**config.mk**
```make
export PLATFORM = sky130hd
export DESIGN_NAME = nmon_top
export DESIGN_NICKNAME = d
export VERILOG_FILES = /design/src/rtl/nmon_pkg.sv /design/src/rtl/nmon_rx.sv /design/src/rtl/nmon_bus.sv /design/src/rtl/nmon_tx.sv /design/src/rtl/nmon_top.sv
export SDC_FILE = /design/constraint.sdc
export NUM_CORES = 1
export LEC_CHECK = 0
export BUFFER_PORTS_ARGS = -buffer_cell sky130_fd_sc_hd__buf_2
export CAP_MARGIN = 20
export CORE_MARGIN = 2
export CORE_UTILIZATION = 48
export CTS_CLUSTER_DIAMETER = 50
export DETAILED_ROUTE_END_ITERATION = 10
export PLACE_DENSITY = 0.76
export SLEW_MARGIN = 20
export SYNTH_ARGS = -nofsm -noshare
export SYNTH_HDL_FRONTEND = slang
export SYNTH_SLANG_ARGS = --single-unit
```
**constraint.sdc**
```tcl
create_clock -name clk -period 1.7 [get_ports clk]
set_input_delay 0.34 -clock clk [delete_from_list [all_inputs] [get_ports clk]]
set_output_delay 0.34 -clock clk [all_outputs]
set_load 0.02 [all_outputs]
```
**src/rtl/nmon_pkg.sv**
```systemverilog
package nmon_pkg;

  typedef enum logic [2:0] {
    RX_SPARE = 3'd0,
    RX_CMD   = 3'd1,
    RX_ADDR  = 3'd2,
    RX_DATA  = 3'd3,
    RX_WAIT  = 3'd4
  } rx_state_e;

  // Number of data nibbles carried by a width code.
  function automatic logic [3:0] data_nibs(input logic [1:0] sz);
    case (sz)
      2'b00:   return 4'd2;
      2'b01:   return 4'd4;
      default: return 4'd8;
    endcase
  endfunction

  // A command nibble is legal when its marker bit is set and the width code is defined.
  function automatic logic cmd_ok(input logic [3:0] c);
    return c[3] && (c[1:0] != 2'b11);
  endfunction

endpackage

```
**src/rtl/nmon_rx.sv**
```systemverilog
module nmon_rx
  import nmon_pkg::*;
#(
  parameter int ADDR_W = 32,
  parameter int DATA_W = 32
) (
  input  logic              clk,
  input  logic              rst,
  input  logic              strobe,
  input  logic [3:0]        nib,
  input  logic              bus_done,
  output logic              busy,
  output logic              nib_take,
  output logic              frame_go,
  output logic              frame_err,
  output logic              we,
  output logic [1:0]        size,
  output logic [ADDR_W-1:0] addr,
  output logic [DATA_W-1:0] wdata
);
  localparam int ADDR_NIBS = ADDR_W / 4;
  localparam int DATA_NIBS = DATA_W / 4;
  localparam int MAX_NIBS  = (ADDR_NIBS > DATA_NIBS) ? ADDR_NIBS : DATA_NIBS;
  localparam int CNT_W     = $clog2(MAX_NIBS) + 1;

  rx_state_e         state;
  logic [CNT_W-1:0]  cnt;
  logic              we_q;
  logic [1:0]        size_q;
  logic [ADDR_W-1:0] addr_q;
  logic              err_q;

  logic last_addr, last_data, bad_nib, cmd_take, data_take;

  assign nib_take  = strobe && (state != RX_WAIT);
  assign last_addr = (state == RX_ADDR) && (cnt == CNT_W'(ADDR_NIBS - 1));
  assign last_data = (state == RX_DATA) && (cnt == CNT_W'(data_nibs(size_q) - 4'd1));
  assign frame_go  = nib_take && ((last_addr && !we_q) || last_data);
  assign cmd_take  = nib_take && (state == RX_CMD) && cmd_ok(nib);
  assign data_take = nib_take && (state == RX_DATA);
  assign bad_nib   = nib_take &&
                     (((state == RX_SPARE) && (nib != 4'h0)) ||
                      ((state == RX_CMD) && !cmd_ok(nib)));

  always_ff @(posedge clk) begin
    if (rst) begin
      state  <= RX_SPARE;
      cnt    <= '0;
      we_q   <= 1'b0;
      size_q <= 2'b00;
      addr_q <= '0;
      err_q  <= 1'b0;
    end else begin
      err_q <= bad_nib;
      case (state)
        RX_SPARE: if (nib_take && nib == 4'h0) state <= RX_CMD;
        RX_CMD: if (nib_take) begin
          if (cmd_ok(nib)) begin
            we_q   <= nib[2];
            size_q <= nib[1:0];
            cnt    <= '0;
            state  <= RX_ADDR;
          end else begin
            state <= RX_SPARE;
          end
        end
        RX_ADDR: if (nib_take) begin
          addr_q <= {nib, addr_q[ADDR_W-1:4]};
          if (last_addr) begin
            cnt   <= '0;
            state <= we_q ? RX_DATA : RX_WAIT;
          end else begin
            cnt <= cnt + 1'b1;
          end
        end
        RX_DATA: if (nib_take) begin
          if (last_data) state <= RX_WAIT;
          else cnt <= cnt + 1'b1;
        end
        RX_WAIT: if (bus_done) state <= RX_SPARE;
        default: state <= RX_SPARE;
      endcase
    end
  end

  // One register slice per data nibble; cleared when a new command is taken.
  for (genvar g = 0; g < DATA_NIBS; g++) begin : g_wd
    always_ff @(posedge clk) begin
      if (rst || cmd_take) begin
        wdata[g*4 +: 4] <= 4'h0;
      end else if (data_take && cnt == CNT_W'(g)) begin
        wdata[g*4 +: 4] <= nib;
      end
    end
  end

  assign busy      = (state == RX_WAIT);
  assign frame_err = err_q;
  assign we        = we_q;
  assign size      = size_q;
  assign addr      = addr_q;
endmodule

```
**src/rtl/nmon_bus.sv**
```systemverilog
module nmon_bus (
  input  logic clk,
  input  logic rst,
  input  logic frame_go,
  input  logic ack,
  output logic req,
  output logic done
);
  always_ff @(posedge clk) begin
    if (rst) req <= 1'b0;
    else if (frame_go) req <= 1'b1;
    else if (req && ack) req <= 1'b0;
  end

  assign done = req && ack;
endmodule

```
**src/rtl/nmon_tx.sv**
```systemverilog
module nmon_tx
  import nmon_pkg::*;
#(
  parameter int DATA_W = 32
) (
  input  logic              clk,
  input  logic              rst,
  input  logic              load,
  input  logic [1:0]        size,
  input  logic [DATA_W-1:0] rdata,
  output logic              valid,
  output logic [3:0]        nib
);
  logic [DATA_W-1:0] shreg;
  logic [3:0]        left;

  always_ff @(posedge clk) begin
    if (rst) begin
      shreg <= '0;
      left  <= 4'd0;
    end else if (load) begin
      shreg <= rdata;
      left  <= data_nibs(size);
    end else if (left != 4'd0) begin
      shreg <= {4'h0, shreg[DATA_W-1:4]};
      left  <= left - 4'd1;
    end
  end

  assign valid = (left != 4'd0);
  assign nib   = valid ? shreg[3:0] : 4'h0;
endmodule

```
**src/rtl/nmon_top.sv**
```systemverilog
module nmon_top #(
  parameter int ADDR_W = 32,
  parameter int DATA_W = 32
) (
  input  logic              clk,
  input  logic              rst,
  input  logic              nib_strobe,
  input  logic [3:0]        nib_in,
  output logic              busy,
  output logic              frame_err,
  output logic              bus_req,
  output logic              bus_we,
  output logic [1:0]        bus_size,
  output logic [ADDR_W-1:0] bus_addr,
  output logic [DATA_W-1:0] bus_wdata,
  input  logic [DATA_W-1:0] bus_rdata,
  input  logic              bus_ack,
  output logic              rd_valid,
  output logic [3:0]        rd_nib
);
  logic nib_take, frame_go, bus_done, rd_load;

  nmon_rx #(.ADDR_W(ADDR_W), .DATA_W(DATA_W)) u_rx (
    .clk(clk), .rst(rst), .strobe(nib_strobe), .nib(nib_in),
    .bus_done(bus_done), .busy(busy), .nib_take(nib_take),
    .frame_go(frame_go), .frame_err(frame_err), .we(bus_we),
    .size(bus_size), .addr(bus_addr), .wdata(bus_wdata)
  );

  nmon_bus u_bus (
    .clk(clk), .rst(rst), .frame_go(frame_go), .ack(bus_ack),
    .req(bus_req), .done(bus_done)
  );

  assign rd_load = bus_done && !bus_we;

  nmon_tx #(.DATA_W(DATA_W)) u_tx (
    .clk(clk), .rst(rst), .load(rd_load), .size(bus_size),
    .rdata(bus_rdata), .valid(rd_valid), .nib(rd_nib)
  );
endmodule

```
== Yosys cells after proc, flatten, opt, wreduce, memory -nomap -nowiden ==
Index checks and enable logic that the tools add are counted.
Storage, ports and cells
  register bits after elaboration: 112
  input bits: 40
  output and inout port bits: 75
  logic and storage cells: 110
Operators by class
  add/subtract/negate cells: 3
  equality and inequality tests: 24
  mux-type cells: 25
  reductions and logical operators: 41
Operator list (number)
  two-way mux 32 bit: 2
  two-way mux 4 bit: 9
  two-way mux 3 bit: 8
  logical AND 1 bit: 23
  equality test 4 x 3 -> 1 bit (second input constant): 4
  case mux 3 bit (5 select lines): 1
  != test 2 x 1 -> 1 bit (second input constant): 6
  case mux 4 bit (3 select lines): 1
  equality test 4 x 2 -> 1 bit (second input constant): 2
  zero test 4 bit: 2
  != test 2 bit (second input constant): 4
  case mux 4 bit (2 select lines): 1
  nonzero test 4 bit: 2
  subtractor 4 x 1 -> 4 bit (second input constant): 2
  AND reduction 7 bit: 1
  equality test 3 x 2 -> 1 bit (second input constant): 2
  AND reduction 6 bit: 1
  adder 4 x 1 -> 4 bit (second input constant): 1
  equality test 4 x 1 -> 1 bit (second input constant): 1
  equality test 4 bit: 1
  nonzero test 2 bit: 2
  equality test 3 x 1 -> 1 bit (second input constant): 1
  equality test 3 bit (second input constant): 1
  zero test 3 bit: 1
  other kinds (10): 14

== Logic depth before layout (Yosys ltp) ==
Gate-level depths: netlist of run 1.
  word-level depth: 8
  depth in mapped cells: 9
  gate-level depth less buffers: 7

== Modules after synthesis ==
From an unflattened synthesis of run 1, not the netlist that was laid out.
Unflattened totals
  cell total of the unflattened synthesis: 571
  area, all modules: 4936.0 um^2
Modules (own cells, without submodules)
  nmon_rx: times used 1, cells an instance 361, area each 3035.4 um^2, seq. area each 1501.4 um^2
  nmon_tx: times used 1, cells an instance 204, area each 1840.5 um^2, seq. area each 720.7 um^2
  nmon_bus: times used 1, cells an instance 5, area each 46.3 um^2, seq. area each 20.0 um^2
  nmon_top: times used 1, cells an instance 1, area each 13.8 um^2, seq. area each 0.0 um^2

== Least setup slack after synthesis of run 1 ==
Ideal clock, no wire load.
  kind: register -> register
  from: register u_rx.cnt[1]
  to: register u_rx.state[1]
  library setup time: 0.096 ns
  data arrival time: 1.706 ns
  data required time: 1.604 ns
  slack: -0.102 ns
  cell stages (with the launch flop): 8
  path buffers: 1
  clock period less this slack: 1.802 ns
  cell sequence: dfxtp_1 > ha_1 > buf_2 > nor4bb_1 > nor2_1 > o31a_1 > a211o_1 > o41ai_2
Between the ends
  cells in the longest elaborated chain, start to end: 4
  elaborated cells on any way between the ends: 7
  classes of those cells: eq/ne: 4; reduce/logical: 3
Ends and longest elaborated chain
  start, declared: line nmon_rx.sv:27  | logic [CNT_W-1:0] cnt;
  start signal, assigned: line nmon_rx.sv:73  | cnt <= cnt + 1'b1;
  start signal, assigned: line nmon_rx.sv:78  | else cnt <= cnt + 1'b1;
  equality test 4 x 3 -> 1 bit / equality test 4 bit (equally long branches): line nmon_rx.sv:36, nmon_rx.sv:37
  logical AND 1 bit, on equally long branches: line nmon_rx.sv:36, nmon_rx.sv:37
  != test 2 x 1 -> 1 bit (no source line)
  AND reduction 7 bit (no source line) (*)
  end signal, assigned: line nmon_rx.sv:71  | state <= we_q ? RX_DATA : RX_WAIT;
  end, declared: line nmon_rx.sv:26  | rx_state_e state;
Mark *: on every way between the ends. The rest lies on a longest branch, timed or not.
A chain may end at the register's enable or synchronous reset.

== Worst setup path after layout of run 1 ==
  from: register u_tx.left[1]
  to: output rd_nib[0]
Between the ends
  cells in the longest elaborated chain, start to end: 2
Ends and longest elaborated chain
  start, declared: line nmon_tx.sv:15  | logic [3:0] left;
  start signal, assigned: line nmon_tx.sv:23  | left <= data_nibs(size);
  start signal, assigned: line nmon_tx.sv:26  | left <= left - 4'd1;
  nonzero test 4 bit: line nmon_tx.sv:30  | assign valid = (left != 4'd0);
  two-way mux 4 bit: line nmon_tx.sv:31  | assign nib = valid ? shreg[3:0] : 4'h0;
  end, declared: line nmon_top.sv:19  | output logic [3:0] rd_nib
No other way between the ends.

==> run_results.csv, run 1 <==
group,metric,value,unit
global_routing,grt_pass1_wl,17700,um
yosys,avgSynthCellArea,8.48,sq um
yosys,yosys_register_bits,112,
sta,finalCritPeriodShare,109,%
worst_hold_path,min_path_type,"input pin to flop",
drt,m1WireLength,4920,um
status,outcome,"finished, violations left",
finish,areaGrowthSynthToFinish,27.0,%
global_routing,antenna_found_initial,0,
yosys,syn_nets,586,
sta,slew_headroom,63.7,%
worst_setup_path,cp.buffers_inverters,3,
power_and_ir_drop,vdd_drop_max,0.000578,V
drt,drtAntennaViolNets,0,
yosys,yosysWarnings,0,
global_routing,grt_start_max_net_pins,62,
clock_tree,htreeDepth,3,
clock_tree,worstSkewPairLatency,0.36,ns
worst_hold_path,hp-start,"bus_rdata[31]",
sta,hold_viol_final,0,
drt,routed-wl-met2,5390,um
floorplanning,fp-row-count,35,
yosys,ys_top_cells_by_count,"112 x dfxtp_1, 96 x nand2_1, 65 x nor2_1, 55 x a21oi_1, 46 x mux2i_1",
worst_setup_path,rr_startpoint,"u_tx.left[1]",
yosys,synthFlopType,"dfxtp_1",
finish,nNetsFinal,705,
placement,hpwl,7530,um
finish,antenna_cells,0,
yosys,yosys.area.top_type,"dfxtp_1",
drt,drc,0,
placement,placed_cells,768,
worst_setup_path,cp_max_fo,5,
yosys,yosys-top-cells-area,"dfxtp_1 49%, mux2i_1 10%, nand2_1 7.9%",
sta,worst_pin_slew,0.545,ns
drt,vias,4116,
placement,io_buffer_count,114,
global_routing,grt_pass1_vias,3770,
yosys,async_reset_ff_share,0,%
floorplanning,coreArea,9240,sq um
floorplanning,num_io_pins,115,
clock_tree,tritoncts,"done",
drt,highest_layer,"met4",
placement,place_congestion,0.948,
yosys,synth.distinct_cells,39,
yosys,synth_top_area_share,48.9,%
worst_setup_path,cpPeakStageDelay,0.34,ns
worst_setup_path,crit_family,"buffers and inverters",
clock_tree,clock_sinks,112,
worst_setup_path,arrival,1.51,ns
clock_tree,clkTransAtPathRegs,0.10,ns
status,violations,"setup timing",
drt,drt-total-wl,11100,um
drt,viasPerCell,5.18,
worst_setup_path,crit_chain,"inv_2 -> ha_4 -> nor3b_4 -> buf_12 -> nor2b_1 -> buf_4",
sta,rsz0062_at_grt,"true",
sta,hold-worst-slack,0.222,ns
yosys,synth_most_common_cell,"dfxtp_1",
worst_setup_path,start_kind,"flop",
sta,post-route-min-period,1.85,ns
worst_setup_path,cp_slowest_cell,"dfxtp_2",
worst_setup_path,startpoint,"u_tx.left[1]",
worst_setup_path,path_class,"flop to output pin",
power_and_ir_drop,p_leak,2.42,nW
drt,dr.first_iter.drc_count,148,
clock_tree,cts_buffers,9,
sta,clock.fmax,542,MHz
worst_setup_path,required,1.36,ns
global_routing,grt_util_all_layers,21.4,%
sta,drv_slew,0,
finish,num-fill-cells,786,
drt,wire_per_inst,14.0,um
floorplanning,start_util,49.7,%
yosys,synth_edf_count,0,
sta,setup_ws,-0.147,ns
worst_setup_path,cp-end-kind,"output pin",
global_routing,gr-total-overflow,0,
floorplanning,die_w,102,um
drt,wl_met3,668,um
floorplanning,die_y,102,um
floorplanning,dieArea,10400,sq um
finish,finalNonFillerCells,794,
yosys,synthCells,541,
sta,setup_viol_count_final,15,
clock_tree,cts_buffer_depth,2,
power_and_ir_drop,p_per_area,1010,nW/um^2
clock_tree,cts_root_buffer,"clkbuf_8",
flow_run,cap_viol_max_count,0,
yosys,ys_seq_area_share,48.9,%
finish,final_util,63.1,%
yosys,netlist_area,4590,sq um
drt,drt_pre_antenna_iters,4,
sta,skew,0.00947,ns
finish,layout-drive-gt1-share,29.3,%
## sequential cells by signal, summed over array words and instances, names as in the netlist
signal	flops
u_rx.addr	32
u_rx.wdata	32
u_tx.shreg	32
u_rx.cnt	4
u_tx.left	4
u_rx.state	3
u_rx.size	2
u_bus.req	1
u_rx.frame_err	1
u_rx.we	1
## routing by layer
layer / vias up / global-route usage, %
li1: 2089 / -
met4: 0 / 5.30
met3: 11 / 5.73
met5: - / 0
met1: 1884 / 26.7
met2: 132 / 36.7
## worst register-to-register path, delay by kind of cell (launching register included)
| kind | cells | cell delay (ns) |
|---|---|---|
| flops | 1 | 0.34 |
| compound gates | 1 | 0.10 |
| buf+inv | 5 | 0.66 |
| fa+ha+maj | 1 | 0.13 |
| mux | 1 | 0.21 |
| simple gates | 1 | 0.26 |
## area by class of cell
class                           instances  area (sq um)  area share (%)
Tap cell                              129           161            2.77
Inverter                                7          26.3           0.451
Clock inverter                          7          78.8            1.35
Sequential cell                       112          2250            38.6
Timing Repair Buffer                  151           942            16.2
Clock buffer                            9           124            2.13
Multi-Input combinational cell        379          2240            38.5
## final timing paths
check | endpoint | slack [ns] | cells after the start
max reg2reg | u_tx.shreg[2] | -0.14 | 9
min | u_tx.shreg[31] | 0.22 | 3
min reg2reg | u_rx.wdata[21] | 0.46 | 2
max | rd_nib[0] | -0.15 | 6
## where the power goes
group	internal, W	total [W]	leakage, nW	switching, W
clock	0.000698	0.00162	0.0977	0.000922
sequential	0.00266	0.00270	0.905	0.0000344
combinational	0.000845	0.00155	1.42	0.000704
## per-stage QoR
| stage | setup slack (ns) | TNS [ns] | cell area [sq um] | power, W |
|---|---|---|---|---|
| final | -0.147 | -1.18 | 5830 | 0.00587 |
| after floorplan | -0.0326 | -0.130 | 4590 | 0.00349 |
| after CTS | -0.164 | -1.30 | 5780 | 0.00600 |
| after global placement | -0.135 | -0.170 | 5420 | 0.00381 |
| after global routing | -0.239 | -3.28 | 5830 | 0.00610 |
| after detailed placement | -0.218 | -0.427 | 5420 | 0.00383 |
## cell families (layout without fill, tap and decap cells)
group                    after synthesis  after routing  share of synthesized area, %
buffers and inverters                 50            174                          4.33
multiplexers                          46             46                          10.0
flip-flops                           112            112                          48.9
XOR/XNOR                               2              2                         0.382
AND/OR/NAND/NOR                      220            220                          20.7
adder cells (fa/ha/maj)                5              5                          1.36
AO/OA/AOI/OAI                        106            106                          14.4
## layout by cell type, fill, tap and decap left out, types with 2 or more instances in the layout
cell type     n
buf_2       109
dfxtp_1     106
nand2_1      96
nor2_1       64
a21oi_1      55
mux2i_1      43
buf_4        34
a211oi_1     25
nand3_1      24
clkbuf_8      9
nor2b_1       7
dfxtp_2       6
inv_1         5
o21ai_0       5
and2_1        4
nor3_1        4
a22oi_1       4
a211oi_2      4
ha_1          4
buf_12        4
nand3b_1      3
a31oi_1       3
mux2i_2       3
buf_6         3
inv_2         2
nand2b_1      2
nor3_2        2
o31a_1        2
or4_1         2
or3_1         2
o211ai_1      2
clkinvlp_4    2
## timing repair
action,in CTS,in global routing
pin swaps,0,1
resized for setup,15,16
buffers inserted,6,3
setup endpoints to repair,6,52
gates cloned,2,0
hold buffers,0,0
endpoints found under the hold margin,0,0
(Power assumes the default switching activity.)
==> inputs of run 2 (changes only) <==
--- a/constraint.sdc
+++ b/constraint.sdc
@@ -3,2 +3,2 @@
 set_output_delay 0.34 -clock clk [all_outputs]
-set_load 0.02 [all_outputs]
+set_load 0.1 [all_outputs]
==> run_results.csv, run 2 (synthesis gave the netlist of run 1 again) <==
group,metric,value,unit
worst_hold_path,min_path_type,"input pin to flop",
power_and_ir_drop,comb_power_share,29.8,%
finish,areaGrowthSynthToFinish,30.8,%
global_routing,grt_pass1_wl,18500,um
floorplanning,start_util,49.7,%
finish,layout-drive-gt1-share,30.4,%
power_and_ir_drop,p_seq_share,42.9,%
sta,rsz0062_at_grt,"true",
sta,slew_headroom,66.3,%
worst_setup_path,cp_max_fo,7,
sta,clock.fmax,503,MHz
finish,nNetsFinal,711,
sta,worst_pin_slew,0.509,ns
sta,setup_viol_count_final,6,
sta,post-route-min-period,1.99,ns
worst_setup_path,required,1.36,ns
floorplanning,die_y,102,um
drt,drc,0,
finish,layout_commonest_cell,"buf_2",
sta,skew,0.0211,ns
sta,drv_slew,0,
worst_setup_path,path_class,"flop to output pin",
sta,tns,-1.45,ns
clock_tree,tritoncts,"done",
finish,antenna_cells,0,
power_and_ir_drop,clkPwrFrac,27.3,%
clock_tree,clkTransAtPathRegs,0.10,ns
clock_tree,cts_root_buffer,"clkbuf_8",
power_and_ir_drop,p_sw,0.00190,W
clock_tree,cts_hold_buffers,0,
sta,hold_viol_final,0,
drt,wire_per_inst,14.2,um
drt,vias,4224,
finish,multi_input_area,2250,sq um
clock_tree,worstSkewPairLatency,0.38,ns
drt,m1WireLength,4680,um
placement,io_buffer_count,114,
drt,highest_layer,"met4",
worst_setup_path,path_common_cell,"buf_12",
power_and_ir_drop,p_leak,2.50,nW
placement,place_congestion,0.810,
finish,final_cell_mix,"108 x buf_2, 103 x dfxtp_1, 96 x nand2_1",
sta,setup_ws,-0.287,ns
drt,drt_pre_antenna_iters,5,
power_and_ir_drop,vdd_drop_max,0.000654,V
floorplanning,fp-row-count,35,
floorplanning,num_io_pins,115,
global_routing,gr-total-overflow,0,
clock_tree,cts_buffer_depth,2,
sta,hold-worst-slack,0.224,ns
worst_setup_path,crit_chain,"inv_2 -> ha_4 -> nor3b_4 -> buf_12 -> buf_12 -> nor2b_4 -> buf_12",
drt,wl_met3,706,um
clock_tree,clock_sinks,112,
worst_setup_path,cpPeakStageDelay,0.35,ns
global_routing,grt_pass1_vias,3988,
flow_run,cap_viol_max_count,0,
worst_setup_path,arrival,1.65,ns
floorplanning,dieArea,10400,sq um
status,outcome,"finished, violations left",
worst_setup_path,cp-end-kind,"output pin",
finish,design_area,6000,sq um
power_and_ir_drop,intPower,0.00438,W
worst_setup_path,start_kind,"flop",
floorplanning,coreArea,9240,sq um
drt,dr.first_iter.drc_count,179,
drt,viasPerCell,5.28,
status,violations,"setup timing",
global_routing,grt_start_max_net_pins,57,
clock_tree,htreeDepth,3,
placement,hpwl,7860,um
finish,num-fill-cells,761,
power_and_ir_drop,swShare,30.3,%
clock_tree,cts_buffers,9,
finish,regArea,2260,sq um
global_routing,antenna_found_initial,0,
drt,drt-total-wl,11400,um
drt,drtAntennaViolNets,0,
power_and_ir_drop,p_per_area,1050,nW/um^2
floorplanning,die_w,102,um
global_routing,grt_util_all_layers,22.2,%
finish,final_util,65.0,%
placement,placed_area,5590,sq um
drt,routed-wl-met2,5780,um
worst_setup_path,cp_slowest_cell,"dfxtp_2",
sta,finalCritPeriodShare,117,%
run 2: cell count changes in the layout (fill, tap and decap cells not counted), sizes merged:
cell	previous run	this run
inv	9	10
bufbuf	0	1
clkinvlp	2	1
buf	151	156
run 2: area by class of cell:
type,count,share of cell area [%]
inverters,7,0.500
clock buffers,9,2.06
repair buffers,157,18.0
well taps,129,2.69
multi-input cells,379,37.5
clock inverters,7,1.58
flip-flops and latches,112,37.7
run 2: repair_timing:
item                                    4_1_cts  5_1_grt
setup buffers                                 9        4
gates cloned                                  1        0
resized for setup                             6        7
pin swaps                                     1        0
endpoints found under the setup margin        8       30
run 2: power by group through the flow:
stage          Clock, W  Combinational [W]  Sequential [W]
5_1_grt         0.00186            0.00196         0.00270
6_report        0.00171            0.00187         0.00269
3_3_place_gp          0            0.00135         0.00275
2_1_floorplan         0            0.00107         0.00275
3_5_place_dp          0            0.00137         0.00275
4_1_cts         0.00175            0.00181         0.00269
run 2: through the flow:
stage	setup WS (ns)	power, W	std cells
after floorplan	-0.0962	0.00383	541
final	-0.287	0.00628	800
after global placement	-0.150	0.00410	771
after CTS	-0.306	0.00625	796
after detailed placement	-0.251	0.00412	771
after global routing	-0.349	0.00652	800
run 2: routing by layer:
| metal | up-vias | GRT usage (%) |
|---|---|---|
| met1 | 1956 | 26.8 |
| met3 | 19 | 4.97 |
| met2 | 142 | 38.8 |
| li1 | 2107 | - |
| met4 | 0 | 7.48 |
| met5 | - | 0 |
run 2: path summary, 6_finish.rpt:
kind,from,to,slack [ns],depth (start not counted)
worst min register to register,u_rx.wdata[25],u_rx.wdata[25],0.46,2
worst min-delay path,bus_rdata[28],u_tx.shreg[28],0.22,3
worst max-delay path,u_tx.left[1],rd_nib[1],-0.29,7
worst max register to register,u_rx.cnt[1],u_rx.state[1],-0.08,5
run 2: worst max-delay path, delay by kind of cell, from the launching register on:
| family | cells | cell delay, ns |
|---|---|---|
| flip-flops | 1 | 0.35 |
| AND/OR/NAND/NOR | 2 | 0.27 |
| buffers and inverters | 4 | 0.51 |
| adder cells (fa/ha/maj) | 1 | 0.15 |
